## config.mk

```make
export PLATFORM = sky130hd
export DESIGN_NAME = sdram_powerup_seq
export DESIGN_NICKNAME = d
export VERILOG_FILES = /design/src/rtl/sdram_powerup_seq.sv
export SDC_FILE = /design/constraint.sdc
export NUM_CORES = 1
export LEC_CHECK = 0
export CORE_ASPECT_RATIO = 0.6
export CORE_MARGIN = 4
export CORE_UTILIZATION = 56
export DETAILED_ROUTE_END_ITERATION = 10
export GPL_TIMING_DRIVEN = 0
export PLACE_DENSITY = 0.85
export SLEW_MARGIN = 25
export SYNTH_ARGS = -nofsm -noshare
export SYNTH_HDL_FRONTEND = slang
export SYNTH_SLANG_ARGS = --single-unit
```

## constraint.sdc

```tcl
create_clock -name clk -period 6.2 [get_ports clk]
set_input_delay 1.86 -clock clk [delete_from_list [all_inputs] [get_ports clk]]
set_output_delay 1.86 -clock clk [all_outputs]
set_load 0.01 [all_outputs]
```

## src/rtl/sdram_powerup_seq.sv

```systemverilog
module sdram_powerup_seq #(
  parameter int CLK_MHZ    = 100,
  parameter int WAIT_US    = 200,
  parameter int GAP_CYCLES = 5,
  parameter int REFRESHES  = 8,
  parameter int PASSES     = 2,
  parameter int ADDR_W     = 13
) (
  input  logic              clk,
  input  logic              rst_n,
  input  logic              start,
  input  logic [1:0]        cfg_cas_code,
  input  logic              cfg_fast,
  input  logic              cfg_bus32,
  input  logic [7:0]        cfg_mode_override,
  output logic              mem_clk_en,
  output logic              refresh_en,
  output logic              cs_n,
  output logic              ras_n,
  output logic              cas_n,
  output logic              we_n,
  output logic [ADDR_W-1:0] addr,
  output logic              busy,
  output logic              done
);
  localparam int WAIT_CYC = CLK_MHZ * WAIT_US;
  localparam int CNT_MAX  = (WAIT_CYC > GAP_CYCLES) ? WAIT_CYC : GAP_CYCLES;
  localparam int CNT_W    = $clog2(CNT_MAX + 1) + 1;
  localparam int SLOTS    = 2 * (REFRESHES + 2);
  localparam int SLOT_W   = $clog2(SLOTS) + 1;
  localparam int PASS_W   = $clog2(PASSES) + 1;

  typedef enum logic [2:0] {S_IDLE, S_WAIT, S_CMD, S_GAP, S_RESTORE, S_DONE} state_t;

  state_t              state;
  logic [CNT_W-1:0]    cnt;
  logic [SLOT_W-1:0]   slot;
  logic [PASS_W-1:0]   pass;
  logic [1:0]          code;
  logic                lat3;
  logic [7:0]          mode_calc, mode_val;

  always_ff @(posedge clk or negedge rst_n) begin
    if (!rst_n) begin
      state <= S_IDLE;
      cnt   <= '0;
      slot  <= '0;
      pass  <= '0;
    end else begin
      case (state)
        S_IDLE: if (start) begin
          state <= S_WAIT;
          cnt   <= '0;
          pass  <= '0;
        end
        S_WAIT: if (cnt == CNT_W'(WAIT_CYC - 1)) begin
          state <= S_CMD;
          slot  <= '0;
        end else cnt <= cnt + 1'b1;
        S_CMD: begin
          state <= S_GAP;
          cnt   <= '0;
        end
        S_GAP: if (cnt == CNT_W'(GAP_CYCLES - 1)) begin
          if (slot == SLOT_W'(SLOTS - 1)) state <= S_RESTORE;
          else begin
            slot  <= slot + 1'b1;
            state <= S_CMD;
          end
        end else cnt <= cnt + 1'b1;
        S_RESTORE: if (pass == PASS_W'(PASSES - 1)) state <= S_DONE;
        else begin
          pass  <= pass + 1'b1;
          cnt   <= '0;
          state <= S_WAIT;
        end
        default: state <= S_DONE;
      endcase
    end
  end

  always_comb begin
    if (state != S_CMD || slot[0])        code = 2'd0;
    else if (slot == '0)                  code = 2'd3;
    else if (slot == SLOT_W'(SLOTS - 2))  code = 2'd1;
    else                                  code = 2'd2;
  end

  assign lat3      = cfg_fast ? (cfg_cas_code != 2'd0) : (cfg_cas_code != 2'd1);
  assign mode_calc = (8'h40 | (lat3 ? 8'h20 : 8'h00)) >> (cfg_bus32 ? 0 : 1);
  assign mode_val  = (cfg_mode_override != 8'h00) ? cfg_mode_override : mode_calc;

  always_comb begin
    {cs_n, ras_n, cas_n, we_n} = 4'b1111;
    addr = '0;
    case (code)
      2'd3: begin {cs_n, ras_n, cas_n, we_n} = 4'b0010; addr[10] = 1'b1; end
      2'd2: {cs_n, ras_n, cas_n, we_n} = 4'b0001;
      2'd1: begin {cs_n, ras_n, cas_n, we_n} = 4'b0000; addr[7:0] = mode_val; end
      default: ;
    endcase
  end

  assign mem_clk_en = (state != S_IDLE);
  assign refresh_en = (state == S_RESTORE) || (state == S_DONE);
  assign busy       = (state != S_IDLE) && (state != S_DONE);
  assign done       = (state == S_DONE);
endmodule

```

; Yosys cells after proc, flatten, opt, wreduce, memory -nomap -nowiden
; Index checks and enable logic that the tools add are counted.
[word_totals]
reg_bits = 27
input_bits = 15
output_inout_bits = 21
[classes]
n_mux = 30
n_reduce_logical = 18
eq_ne = 23
n_shift = 1
n_addsub = 3
[ops]
columns = op, n
row1 = $pmux W16 S5, 1
row2 = $mux W16, 4
row3 = $mux W6, 4
row4 = $add A16 B1 Y16 const B, 1
row5 = $eq A16 B15 Y1 const B, 1
row6 = $eq A16 B3 Y1 const B, 1
row7 = $mux W8, 2
row8 = $mux W3, 5
row9 = $pmux W3 S5, 1
row10 = $ne A2 B2 Y1 const B, 7
row11 = $eq A6 B5 Y1 const B, 2
row12 = $pmux W6 S2, 1
row13 = $mux W2, 5
row14 = $reduce_bool A8 Y1, 1
row15 = $shr A7 B1 Y8, 1
row16 = $add A6 B1 Y6 const B, 1
row17 = $eq A3 B2 Y1 const B, 2
row18 = $eq A3 B3 Y1 const B, 2
row19 = $logic_not A6 Y1, 1
row20 = $mux W1, 6
row21 = $reduce_and A3 Y1, 2
row22 = $reduce_bool A2 Y1, 3
row23 = $reduce_and A5 Y1, 1
row24 = $reduce_bool A5 Y1, 1
row25 = other kinds (15), 19

; Logic depth before layout (Yosys ltp)
; Gate-level depths: netlist (run 1).
[depth]
depth_word = 7
ltp_mapped = 8
mapped_depth_nobuf = 7

; Least setup slack after synthesis (run 1)
; Ideal clock, no wire load.
[synth_path]
kind = input to output
start = input port cfg_mode_override[0]
end = output port addr[4]
required_ns = 4.340
stages = 4
path_slack_ns = 1.726
t_arrival_ns = 2.614
n_path_buf = 0
cell_sequence = nor4_1 > nand2_1 > nor3_1 > o21a_1
[synth_via]
elab_chain_cells = 3
[synth_rtl]
columns = element, line
row1 = start: declaration, 15  ; input logic [7:0] cfg_mode_override,
row2 = $reduce_bool A8 Y1, 91  ; assign mode_val = (cfg_mode_override != 8'h00) ? cfg_mode_override : mode_calc;
row3 = $mux W8, 91
row4 = $mux W8, 96  ; case (code)
row5 = end: declaration, 22  ; output logic [ADDR_W-1:0] addr,
; No other way between the ends.

; Worst setup path in the final report (run 1)
; Same ends and word-level chain as after synthesis.

==> results of run 1 <==
==> cell families (layout without fill, tap and decap cells) <==
family	count (synthesis)	after routing
simple gates	89	89
buf+inv	28	63
compound gates	68	68
mux	4	4
other cells	1	4
flops	27	27
fa+ha+maj	8	8
xor+xnor	1	1
==> metal layers <==
| metal | vias up | GRT usage [%] | share of wire, % |
|---|---|---|---|
| met5 | - | 0 | 0 |
| met4 | 0 | 5.615 | 0.75 |
| met3 | 4 | 6.575 | 10 |
| met2 | 86 | 31.93 | 41 |
| met1 | 839 | 34.76 | 48 |
| li1 | 899 | - | - |
==> sequential cells by signal (all words and copies together) (netlist names) <==
name / cells
cnt: 16
state: 3
slot: 6
pass: 2
==> placed cells by master, fill, tap and decap left out, drive strengths merged, types with 2 or more instances in the layout <==
| cell type | count |
|---|---|
| nor3 | 4 |
| nand2b | 2 |
| o21ai | 18 |
| nand2 | 16 |
| or4 | 2 |
| a21o | 2 |
| and2 | 8 |
| or4b | 2 |
| buf | 10 |
| and3 | 2 |
| ha | 8 |
| nor4 | 6 |
| clkbuf | 11 |
| a21oi | 15 |
| mux2 | 2 |
| nor2 | 17 |
| or3 | 4 |
| o31ai | 6 |
| o21a | 5 |
| a22o | 3 |
| a31oi | 6 |
| nor2b | 3 |
| a41oi | 3 |
| inv | 12 |
| clkdlybuf4s50 | 30 |
| conb | 4 |
| nand4 | 3 |
| nand3 | 16 |
| mux2i | 2 |
| dfrtp | 27 |
==> worst min path at each step <==
stage	startpoint	to	slack, ps	cells past startpoint
floorplan	cnt[15]$_DFFE_PN0P_	cnt[15]$_DFFE_PN0P_	450	1
global placement	cnt[15]$_DFFE_PN0P_	cnt[15]$_DFFE_PN0P_	470	1
detailed placement	cnt[15]$_DFFE_PN0P_	cnt[15]$_DFFE_PN0P_	480	1
CTS	cnt[15]$_DFFE_PN0P_	cnt[15]$_DFFE_PN0P_	490	1
global route	cnt[15]$_DFFE_PN0P_	cnt[15]$_DFFE_PN0P_	520	1
finish	cnt[15]$_DFFE_PN0P_	cnt[15]$_DFFE_PN0P_	490	1
==> power groups by stage <==
stage / Combinational, uW / Clock, uW / Sequential (uW)
3_3_place_gp: 359 / 0 / 291
3_5_place_dp: 372 / 0 / 293
2_1_floorplan: 278 / 0 / 275
6_report: 376 / 99.9 / 292
4_1_cts: 373 / 101 / 290
5_1_grt: 414 / 109 / 301
==> per-stage QoR <==
step | area (um^2) | hold WS (ps) | setup slack [ps] | power [uW]
finish | 2356 | 492.6 | 596.2 | 768.3
global route | 2356 | 520.1 | 428.7 | 823.0
CTS | 2356 | 493.4 | 640.8 | 763.9
detailed placement | 2311 | 479.6 | 648.8 | 664.9
global placement | 2316 | 473.2 | 637.7 | 649.7
floorplan | 1949 | 453.4 | 1726 | 553.0
==> cell type report <==
cell class / count / share of cell area [%]
inverter: 12 / 1.912
tap: 45 / 2.390
multi-input combinational: 174 / 48.27
sequential: 27 / 28.68
clock buffer: 4 / 1.912
buffer: 16 / 3.877
timing repair buffer: 31 / 12.96
==> impl_results.md, run 1 <==
- Status: completed
- Post-layout util: 71.76%
- Critical path launch point type: primary input
- Finished Layout Cells: 309
- First-pass GRT wire length: 8.004 mm
- Die ar.: 4497 um^2
- Initial antenna violation count: 0
- Beginning of the critical path: cfg_mode_override[0]
- Number of hold buffers added after cts: 0
- Routed length per instance: 15.94 um
- Drt total wl: 4.926 mm
- Total CTS buffers: 3
- Number of flops mapped to enable cells by yosys: 0
- Setup_tns: 0 ps
- Synth-to-Final Area Change: 21.56%
- Leak: between 0.0009 and 0.001 uW
- Largest net degree at the start of global routing: 28
- Postcts setup bufs: 0
- Cell accounting for the most synthesized area: dfrtp_1
- Detailed Place HPWL: 3.793 mm
- Post-Synthesis Cells: 226
- Ordered list of cells on the worst path: clkdlybuf4s50_1 > nor4_1 > nand2_1 > nor3_1 > o21a_1 > clkdlybuf4s50_1
- Worst skew pair latency: 270 ps
- Reg2Reg Depth: 8
- ANT cells: 0
- Slew @ Worst Pin: 772.4 ps
- Seq/Total Area, Yosys: a little over a third
- Int Pwr: 429.7 uW
- Combinational Power Share: ~49%
- Fmax: 178.5 MHz
- Synthesized-area fraction occupied by adder cells: 5.165%
- CP Depth: 6
- Crit path arrival time: between 3000 and 4000 ps
- CTS sink cnt: 27
- Normalized max-slew margin: 48.11%
- Max-cap viol count: 0
- Vias in the first global route: 1635
- Cell area after synthesis: 1938 um^2
- Sw Pwr: between 300 and 400 uW
- Final-stage net count: 288
- Worst setup path endpoint: addr[4]
- Hold Vio Cnt, Final: 0
- Filler cell count: 261
- Clk pin slew, worst setup/hold paths: 90 ps
- Register area: 675.6 um^2
- Drt first pass iters: 5
- Total GRT Usage: 22.95%
- Sw Ratio: 44.07%
- Syn_area_per_cell: around 8.6 um^2
- Reg2reg end: cnt[15]$_DFFE_PN0P_
- Crit-path slowest cell: clkdlybuf4s50_1
- Core Rows: 16
- FFs w/ async S/R, synth: 100.0%
- Starting Density: 59.03%
- Register bit total from synthesis: 27
- Synth Area in XOR/XNOR: less than 1%
- Layout cells sized above 1: 9.470%
- Core ar.: 3283 um^2
- Max VDD drop: 0.0002218 V
- Multiplexer share of the synthesized area: 2.389%
- Highest net fanout along the worst path: 2
- Synth cell count leaders: dfrtp_1 (27), nand2_1 (16), nand3_1 (16), nor2_1 (16), a21oi_1 (15)
- # DRC: 0
- Slowest cell delay on critical path: 530 ps
- Max clock buf depth: 2
- Vias: 1828
- Io pins: 36
- Worst R2R Setup Slack: around 3800 ps
- # H-tree levels: 1
- Worst path required time: 4340 ps
- Dpl cells: 305
- Hold Crit Class: reg2reg
- Crit. End Element: output port
- Complex-gate fraction of the synthesized area: 23.76%
- Die X: between 80 and 90 um
- RePlAce Congestion: 0.8819
- Top delay family on crit path: buffers and inverters
- Yosys synthesis warning count: 0
- Main combinational cell family by area after synthesis: simple AND/OR/NAND/NOR gates
- CTS tree: done
- Via/cell ratio: 5.916
- Post-Synth Simple-Gate Area: 26.15%
- Pwr per Cell Area: 326.1 nW/um^2
- Grt ovf: 0
- RSZ-0062 raised after global routing: no
- Top post-synthesis cells by area: dfrtp_1 (35%), ha_1 (5.2%), nand3_1 (4.1%)
- Die Ht: 53.57 um
- Clk root buf: clkbuf_8
- Most common cell in the netlist: dfrtp_1
- Worst R2R Start: cnt[0]$_DFFE_PN0P_
- Yosys cell types: 56
- Drt initial violations: 156
- Footprint of the multi-input gates: around 1100 um^2
- Post-Route Skew: 4.652 ps
- Most used cell, CP: clkdlybuf4s50_1
- CP Class: in2out
- Post_cts resized: 0
- Share of Yosys cell area claimed by the top area cell type: 34.86%
- Setup violators final: 0
- PortBufs: 31
- Main synth FF type: dfrtp_1
- DRT antenna net count: 0
- Minimum clock period: 5604 ps
- Buf+Inv Stages, Crit Path: 2
- Final max-slew violation count: 0
- Clock network power share: 13.0%
- Reg power frac: a little under two fifths
- Period utilisation layout: 90.38%
Note: power is estimated with default switching activity, not from simulation.
==> run 2, diff against run 1 <==
Settings changed: CTS_CLUSTER_SIZE set to 40.
==> results of run 2 <==
The final DEF is identical to that of run 1; final timing and power are the same.
